## config.mk

```make
export PLATFORM = sky130hd
export DESIGN_NAME = tps_scoreboard
export DESIGN_NICKNAME = d
export VERILOG_FILES = /design/src/rtl/tps_pkg.sv /design/src/rtl/tps_free_list.sv /design/src/rtl/tps_phase_rules.sv /design/src/rtl/tps_store_flags.sv /design/src/rtl/tps_scoreboard.sv
export SDC_FILE = /design/constraint.sdc
export NUM_CORES = 1
export LEC_CHECK = 0
export CAP_MARGIN = 30
export CELL_PAD_IN_SITES_DETAIL_PLACEMENT = 0
export CELL_PAD_IN_SITES_GLOBAL_PLACEMENT = 1
export CORE_MARGIN = 2
export CORE_UTILIZATION = 30
export CTS_CLUSTER_DIAMETER = 200
export DETAILED_ROUTE_END_ITERATION = 8
export DONT_BUFFER_PORTS = 1
export GPL_TIMING_DRIVEN = 0
export PLACE_DENSITY_LB_ADDON = 0.05
export SETUP_SLACK_MARGIN = 0.15
export SLEW_MARGIN = 20
export SYNTH_ARGS = -nofsm -noshare
export SYNTH_HDL_FRONTEND = slang
export SYNTH_SLANG_ARGS = --single-unit
```

## constraint.sdc

```tcl
create_clock -name clk -period 5.06 [get_ports clk]
set_input_delay 1.012 -clock clk [delete_from_list [all_inputs] [get_ports clk]]
set_output_delay 1.012 -clock clk [all_outputs]
set_load 0.005 [all_outputs]
```

## src/rtl/tps_pkg.sv

```systemverilog
package tps_pkg;

    typedef enum logic [2:0] {
        OP_NONE    = 3'd0,
        OP_FETCH   = 3'd1,
        OP_DECODE  = 3'd2,
        OP_EXEC    = 3'd3,
        OP_MEM     = 3'd4,
        OP_LCOMMIT = 3'd5,
        OP_GCOMMIT = 3'd6,
        OP_ABORT   = 3'd7
    } op_e;

    typedef enum logic [2:0] {
        ST_FREE       = 3'd0,
        ST_ISSUED     = 3'd1,
        ST_FETCHED    = 3'd2,
        ST_DECODED    = 3'd3,
        ST_EXECUTED   = 3'd4,
        ST_MEMDONE    = 3'd5,
        ST_LCOMMITTED = 3'd6
    } stage_e;

    typedef enum logic {
        FL_INIT = 1'b0,
        FL_RUN  = 1'b1
    } fl_state_e;

endpackage

```

## src/rtl/tps_free_list.sv

```systemverilog
module tps_free_list
    import tps_pkg::*;
#(
    parameter int TOK_W = 5
) (
    input  logic             clk,
    input  logic             rst_n,
    input  logic             pop,
    input  logic             push,
    input  logic [TOK_W-1:0] push_id,
    output logic             running,
    output logic             avail,
    output logic [TOK_W-1:0] head_id
);
    localparam int NUM_TOK = 1 << TOK_W;
    localparam logic [TOK_W-1:0] LAST_ID = TOK_W'(NUM_TOK - 1);
    localparam logic [TOK_W:0]   FULL    = (TOK_W+1)'(NUM_TOK);

    fl_state_e        state_q;
    logic [TOK_W-1:0] mem_q [NUM_TOK];
    logic [TOK_W-1:0] head_q, tail_q, fill_q;
    logic [TOK_W:0]   count_q;

    logic             wr_en;
    logic [TOK_W-1:0] wr_idx, wr_data;

    // state register and pointers
    always_ff @(posedge clk or negedge rst_n) begin
        if (!rst_n) begin
            state_q <= FL_INIT;
            fill_q  <= '0;
            head_q  <= '0;
            tail_q  <= '0;
            count_q <= '0;
        end else begin
            unique case (state_q)
                FL_INIT: begin
                    fill_q <= fill_q + 1'b1;
                    if (fill_q == LAST_ID) begin
                        state_q <= FL_RUN;
                        count_q <= FULL;
                    end
                end
                FL_RUN: begin
                    if (pop)  head_q <= head_q + 1'b1;
                    if (push) tail_q <= tail_q + 1'b1;
                    unique case ({push, pop})
                        2'b10:   count_q <= count_q + 1'b1;
                        2'b01:   count_q <= count_q - 1'b1;
                        default: count_q <= count_q;
                    endcase
                end
            endcase
        end
    end

    // outputs and write port
    always_comb begin
        running = 1'b0;
        wr_en   = 1'b0;
        wr_idx  = tail_q;
        wr_data = push_id;
        unique case (state_q)
            FL_INIT: begin
                wr_en   = 1'b1;
                wr_idx  = fill_q;
                wr_data = fill_q;
            end
            FL_RUN: begin
                running = 1'b1;
                wr_en   = push;
            end
        endcase
        avail   = running && (count_q != '0);
        head_id = mem_q[head_q];
    end

    always_ff @(posedge clk) begin
        if (wr_en) mem_q[wr_idx] <= wr_data;
    end

    assert_no_underflow_R2: assert property (@(posedge clk) disable iff (!rst_n)
        pop |-> (running && count_q != '0));
    assert_no_overflow_R2: assert property (@(posedge clk) disable iff (!rst_n)
        push |-> (running && count_q < FULL));

endmodule

```

## src/rtl/tps_phase_rules.sv

```systemverilog
module tps_phase_rules
    import tps_pkg::*;
(
    input  stage_e cur,
    input  op_e    op,
    output logic   legal,
    output stage_e nxt,
    output logic   frees
);
    always_comb begin
        legal = 1'b0;
        nxt   = cur;
        frees = 1'b0;
        unique case (op)
            OP_NONE: legal = 1'b0;
            OP_FETCH: begin
                legal = (cur == ST_ISSUED);
                nxt   = ST_FETCHED;
            end
            OP_DECODE: begin
                legal = (cur == ST_FETCHED);
                nxt   = ST_DECODED;
            end
            OP_EXEC: begin
                legal = (cur == ST_DECODED);
                nxt   = ST_EXECUTED;
            end
            OP_MEM: begin
                legal = (cur == ST_EXECUTED);
                nxt   = ST_MEMDONE;
            end
            OP_LCOMMIT: begin
                legal = (cur == ST_EXECUTED) || (cur == ST_MEMDONE);
                nxt   = ST_LCOMMITTED;
            end
            OP_GCOMMIT: begin
                legal = (cur == ST_LCOMMITTED);
                nxt   = ST_FREE;
                frees = 1'b1;
            end
            OP_ABORT: begin
                legal = (cur != ST_FREE);
                nxt   = ST_FREE;
                frees = 1'b1;
            end
        endcase
    end
endmodule

```

## src/rtl/tps_store_flags.sv

```systemverilog
module tps_store_flags #(
    parameter int TOK_W = 5
) (
    input  logic                    clk,
    input  logic                    rst_n,
    input  logic                    set_en,
    input  logic                    clr_en,
    input  logic [TOK_W-1:0]        idx,
    output logic [(1<<TOK_W)-1:0]   flags
);
    localparam int NUM_TOK = 1 << TOK_W;

    for (genvar g = 0; g < NUM_TOK; g++) begin : g_flag
        logic bit_q;
        always_ff @(posedge clk or negedge rst_n) begin
            if (!rst_n)                                   bit_q <= 1'b0;
            else if (set_en && idx == TOK_W'(g))          bit_q <= 1'b1;
            else if (clr_en && idx == TOK_W'(g))          bit_q <= 1'b0;
        end
        assign flags[g] = bit_q;
    end
endmodule

```

## src/rtl/tps_scoreboard.sv

```systemverilog
module tps_scoreboard
    import tps_pkg::*;
#(
    parameter int TOK_W = 5
) (
    input  logic                  clk,
    input  logic                  rst_n,
    input  logic                  tok_req,
    output logic                  tok_rdy,
    output logic [TOK_W-1:0]      tok_id,
    input  logic                  ph_valid,
    output logic                  ph_ready,
    input  logic [TOK_W-1:0]      ph_tok,
    input  logic [2:0]            ph_op,
    input  logic                  ph_store,
    output logic                  rsp_valid,
    output logic [TOK_W-1:0]      rsp_tok,
    output logic                  rsp_ok,
    output logic                  rel_valid,
    output logic [TOK_W-1:0]      rel_tok,
    output logic [(1<<TOK_W)-1:0] local_store
);
    localparam int NUM_TOK = 1 << TOK_W;

    logic             fl_running, fl_avail, grant, accept, upd;
    logic [TOK_W-1:0] head_id;
    stage_e           stage_q [NUM_TOK];
    stage_e           cur, nxt;
    op_e              op;
    logic             legal, frees;

    assign op       = op_e'(ph_op);
    assign ph_ready = fl_running;
    assign tok_rdy  = fl_avail;
    assign tok_id   = head_id;
    assign grant    = tok_req && fl_avail;
    assign accept   = ph_valid && fl_running;
    assign cur      = stage_q[ph_tok];
    assign upd      = accept && legal;

    tps_free_list #(.TOK_W(TOK_W)) u_free (
        .clk     (clk),
        .rst_n   (rst_n),
        .pop     (grant),
        .push    (upd && frees),
        .push_id (ph_tok),
        .running (fl_running),
        .avail   (fl_avail),
        .head_id (head_id)
    );

    tps_phase_rules u_rules (
        .cur   (cur),
        .op    (op),
        .legal (legal),
        .nxt   (nxt),
        .frees (frees)
    );

    tps_store_flags #(.TOK_W(TOK_W)) u_flags (
        .clk    (clk),
        .rst_n  (rst_n),
        .set_en (upd && op == OP_MEM && ph_store),
        .clr_en (upd && (op == OP_GCOMMIT || op == OP_ABORT)),
        .idx    (ph_tok),
        .flags  (local_store)
    );

    // phase table: a grant and a legal update never name the same token
    always_ff @(posedge clk or negedge rst_n) begin
        if (!rst_n) begin
            for (int i = 0; i < NUM_TOK; i++) stage_q[i] <= ST_FREE;
        end else begin
            for (int i = 0; i < NUM_TOK; i++) begin
                if (grant && head_id == TOK_W'(i))    stage_q[i] <= ST_ISSUED;
                else if (upd && ph_tok == TOK_W'(i))  stage_q[i] <= nxt;
            end
        end
    end

    // response stage, one cycle after acceptance
    always_ff @(posedge clk or negedge rst_n) begin
        if (!rst_n) begin
            rsp_valid <= 1'b0;
            rsp_tok   <= '0;
            rsp_ok    <= 1'b0;
            rel_valid <= 1'b0;
            rel_tok   <= '0;
        end else begin
            rsp_valid <= accept;
            rsp_tok   <= ph_tok;
            rsp_ok    <= accept && legal;
            rel_valid <= upd && op == OP_GCOMMIT && local_store[ph_tok];
            rel_tok   <= ph_tok;
        end
    end

    assert_quiet_fill_R1: assert property (@(posedge clk) disable iff (!rst_n)
        !ph_ready |-> (!tok_rdy && !rsp_valid && local_store == '0));
    assert_error_keeps_flags_R6: assert property (@(posedge clk) disable iff (!rst_n)
        (rsp_valid && !rsp_ok) |-> local_store == $past(local_store));
    assert_release_matches_R9: assert property (@(posedge clk) disable iff (!rst_n)
        rel_valid |-> (rsp_valid && rsp_ok && rel_tok == rsp_tok && !local_store[rel_tok]));
    assert_abort_clears_R10: assert property (@(posedge clk) disable iff (!rst_n)
        (rsp_valid && rsp_ok && $past(ph_op) == 3'd7) |-> (!local_store[rsp_tok] && !rel_valid));

endmodule

```

==> reports/results.env <==
SYN-INSTANCE-COUNT=1178
SETUP.WORST_PATH.END='u_free.count_q[5]'
CRIT_TYPE='primary input to flip-flop'
DETAIL_ROUTE.DRC_VIOLATIONS=0
FINALSETUPVIOLCOUNT=0
TRITONCTS_BUFFER_COUNT=41
POST_SYNTH_NUM_CELL_TYPES=55
INITIAL_UTILIZATION=0.302
IO_BUFFER_COUNT=0
CTS_TREE='built'
GLOBAL_ROUTE_WIRE_LENGTH_BEFORE_REPAIR_UM=76200
ENDPOINT_KIND='flip-flop'
ROUTEDWLPERCELL_UM=26.8
DRT_PASS1_ITERATIONS=5
MAX-CAP-VIOLATIONS=0
CRITICAL-PATH-TOP-CELL-BY-COUNT='sky130_fd_sc_hd__o21a_1'
CELL_INTERNAL_PWR_W=0.00563
DIE_BOUNDARY_WIDTH_UM=230
MAX_FREQUENCY_GHz=0.209
SYN-CELL-AREA_UM2=15400
CRITICAL_PATH_PEAK_FANOUT=10
LAYOUT-DRIVE-GT1-SHARE=0.213
SETUP_TNS_NS=0
TIMING.REG2REG.SETUP_SLACK_NS=0.61
DP.FINAL_HPWL_UM=36300
FLOORPLAN.CORE_AREA_UM2=51000
AREA_DELTA_SYNTH_FINAL_PCT=15.7
SYNTHESIS.AREA_PER_INSTANCE_UM2=13.1
RR_WORST_DEPTH=10
FINAL-MAX-SLEW-VIOLATION-COUNT=0
MAXIMUM_NUMBER_OF_PINS_ON_ONE_NET_BEFORE_GLOBAL_ROUTE_REPAIR=159
CRIT_PATH_TOP_DELAY_CELL='sky130_fd_sc_hd__mux4_2'
FINAL_PERIOD_MINUS_WORST_SETUP_SLACK_NS=4.78
SYN-NUM-NETS=1200
COMB_POWER_SHARE=0.281
FINAL-HOLD-VIOLATION-COUNT=0
FINAL_ANTENNA_NET_COUNT=0
POSTSYNTHREGISTERBITS=318
LAYOUT.NETS=1248
LAYOUT_COMMONEST_CELL='sky130_fd_sc_hd__edfxtp_1'
SLEW-LIMIT-HEADROOM=0.406
CLOCK_SINKS=318
SYNTH_SEQUENTIAL_AREA_RATIO=0.569
TIMING.CRITICAL_PATH.ARRIVAL_NS=5.26
GRT_SETUP_UNREPAIRED='true'
GRT-OVFL-TOTAL=0
HEIGHT_OF_THE_DIE_UM=230
WORSTSETUPSTARTPOINTTYPE='primary input'
DRT-MET1-WL_UM=23200
SYNTH_FF_TYPE='sky130_fd_sc_hd__edfxtp_1'
MET3ROUTEDLENGTH_UM=2310
VIAS_IN_THE_FIRST_GLOBAL_ROUTE=10700
SWITCHING_POWER_AS_A_SHARE_OF_TOTAL_POWER=0.326
GRT_ANTENNA_BEFORE_REPAIR=2
CRIT_PATH_CELL_TRACE='buf_6 -> buf_12 -> mux4_2 -> mux4_2 -> mux2i_2 -> buf_4 -> a21oi_2 -> o21bai_4 -> buf_6 -> nand2_2 -> ha_4 -> clkbuf_2 -> a32o_1 -> o21a_1 -> o21a_1 -> o21a_1 -> o311a_1 -> a211oi_1'
SWITCHING_POWER_W=0.00273
LARGEST_BUFFER_COUNT_ON_ANY_CLOCK_PATH=3
WORST_SLEW_PIN_SLEW_NS=0.881
DR_VIAS=10300
POWER_LEAKAGE_nW=6.64
REGTOREGSTARTPOINT='u_free.head_q[1]'
TRACK_USAGE=0.199
TOPROUTINGLAYERUSED='met5'
P_SEQ_FRAC=0.357
STATUS='completed'
DIODES=0
YOSYSWARNINGCOUNT=0
CP_DATA_REQUIRED_TIME_NS=5.54
DETAIL_ROUTE.VIAS_PER_CELL=5.31
CLKPWRFRAC=0.361
CLK-INSERTION-DELAY-LATE_NS=0.58
IR_DROP_mV=0.278
FINALPOWER_W=0.00836
CTS.CLK_SLEW.WORST_PATHS_NS=0.06
DETAILEDROUTE.FIRSTITERATIONVIOLATIONS=972
CRITPATHMAXSTAGEDELAY_NS=0.56
SHARE_OF_THE_CLOCK_PERIOD_USED_BY_THE_WORST_PATH_AFTER_LAYOUT=0.944
HOLD_WS_NS=0.146
PLACEMENT.CELL_AREA_UM2=16300
ASYNC_FLOP_SHARE=0.497
DIEAREA_UM2=53100
LAYOUT.CELLS.MOST_COMMON_LIST='sky130_fd_sc_hd__edfxtp_1 (160), sky130_fd_sc_hd__dfrtp_1 (158), sky130_fd_sc_hd__nand2_1 (157)'
HOLDBUFCOUNTCTS=0
IOS=65
HP-CLASS='primary input to asynchronous set/reset pin'
FINISH.CELL_COUNT_WITHOUT_FILLERS=1937
TOTALWIRELENGTH_UM=51800
MET2_WIRELENGTH_UM=25200
FLOORPLAN.ROWS=83
WORST_CLOCK_SKEW_NS=0.0237
CRITICAL_PATH.STARTPOINT='ph_tok[1]'
CLOCK-ROOT-BUFFER='sky130_fd_sc_hd__clkbuf_16'
SYNTH_ENABLE_FLOP_CELLS=160
FINISH.INSTANCE_AREA_UM2=17800
PLACED_CELLS_INCL_TAPS=1862
TIMING.RR.END='stage_q[95]'
POWERDENSITY_nW_PER_UM2=469
CTS.HTREE.LEVELS=2
ROUTABILITYCONGESTION=0.804
## worst min-delay path by stage
stage                      from  depth (start not counted)                       end  slack [ns]
6_report                  rst_n                          0                rel_tok[1]        0.15
3_5_place_dp        stage_q[12]                          1               stage_q[12]        0.51
4_1_cts                   rst_n                          0  u_flags.g_flag[19].bit_q        0.11
2_1_floorplan  u_free.fill_q[3]                          1          u_free.fill_q[3]        0.48
3_3_place_gp        stage_q[79]                          2               stage_q[79]        0.51
5_1_grt                   rst_n                          0                rel_tok[2]        0.11
## kinds of logic (layout without fill, tap and decap cells)
logic type               Yosys count  count (layout)  share of synthesized area
AND/OR/NAND/NOR                  372             372                      0.115
flip-flops                       318             318                      0.569
AO/OA/AOI/OAI                    204             204                      0.105
adder cells (fa/ha/maj)            9               9                    0.00732
multiplexers                     107             107                      0.144
buffers and inverters            152             231                     0.0508
XOR/XNOR                          16              16                    0.00911
## routing by layer
layer  up-vias  global-route usage
met5         -                   0
met4         2              0.0558
met3        84              0.0368
met2       272               0.328
met1      5325               0.268
li1       4602                   -
## sequential cells by signal (all words and copies together) (netlist names), 5 cells and up
| signal | count |
|---|---|
| u_free.mem_q | 160 |
| u_free.tail_q | 5 |
| rel_tok | 5 |
| stage_q | 96 |
| u_free.count_q | 6 |
| u_free.fill_q | 5 |
| u_flags.g_flag.bit_q | 32 |
| u_free.head_q | 5 |
## power groups by stage
stage                     logic [W]  registers, W  clock network, W
after floorplan             0.00153       0.00299                 0
after global placement      0.00235       0.00304                 0
after detailed placement    0.00235       0.00303                 0
after CTS                   0.00237       0.00299           0.00311
after global routing        0.00253       0.00301           0.00321
final                       0.00235       0.00299           0.00302
## layout make-up
class / instances / area, µm²
fill: 4959 / 33200
tap: 680 / 851
sequential: 318 / 8760
clock buffer: 57 / 1220
timing repair buffer: 5 / 51.3
buffer: 110 / 676
inverter: 42 / 158
clock inverter: 17 / 185
multi-input combinational: 708 / 5910
## Yosys cell counts, drive strengths merged, types with 32 or more instances
| cell | n | share of area |
|---|---|---|
| o32a | 32 | 0.021 |
| buf | 68 | 0.030 |
| inv | 42 | 0.010 |
| edfxtp | 160 | 0.31 |
| a22o | 33 | 0.019 |
| nor2 | 75 | 0.018 |
| o32ai | 60 | 0.034 |
| clkbuf | 42 | 0.010 |
| nand2b | 34 | 0.014 |
| nand3 | 55 | 0.018 |
| a21oi | 42 | 0.014 |
| mux4 | 90 | 0.13 |
| dfrtp | 158 | 0.26 |
| nand2 | 159 | 0.039 |
## stage by stage
stage / setup WS (ns) / utilization
detailed placement: -1.20 / 0.320
global route: 0.0757 / 0.349
floorplan: 0.166 / -
global placement: -1.16 / 0.319
CTS: 0.102 / 0.348
finish: 0.285 / 0.349
## what timing repair did
action	in CTS	in global routing
buffers inserted	1	0
endpoints found under the setup margin	119	53
resized for setup	15	12
pin swaps	1	1
## critical path, delay by kind of cell
kind                       cells  cell delay (ns)
AOI/OAI and AO/OA              8             1.67
muxes                          3             1.26
buffers and inverters          5             0.91
and+or+nand+nor                1             0.14
adders and majority gates      1             0.24
(Power assumes the default switching activity.)
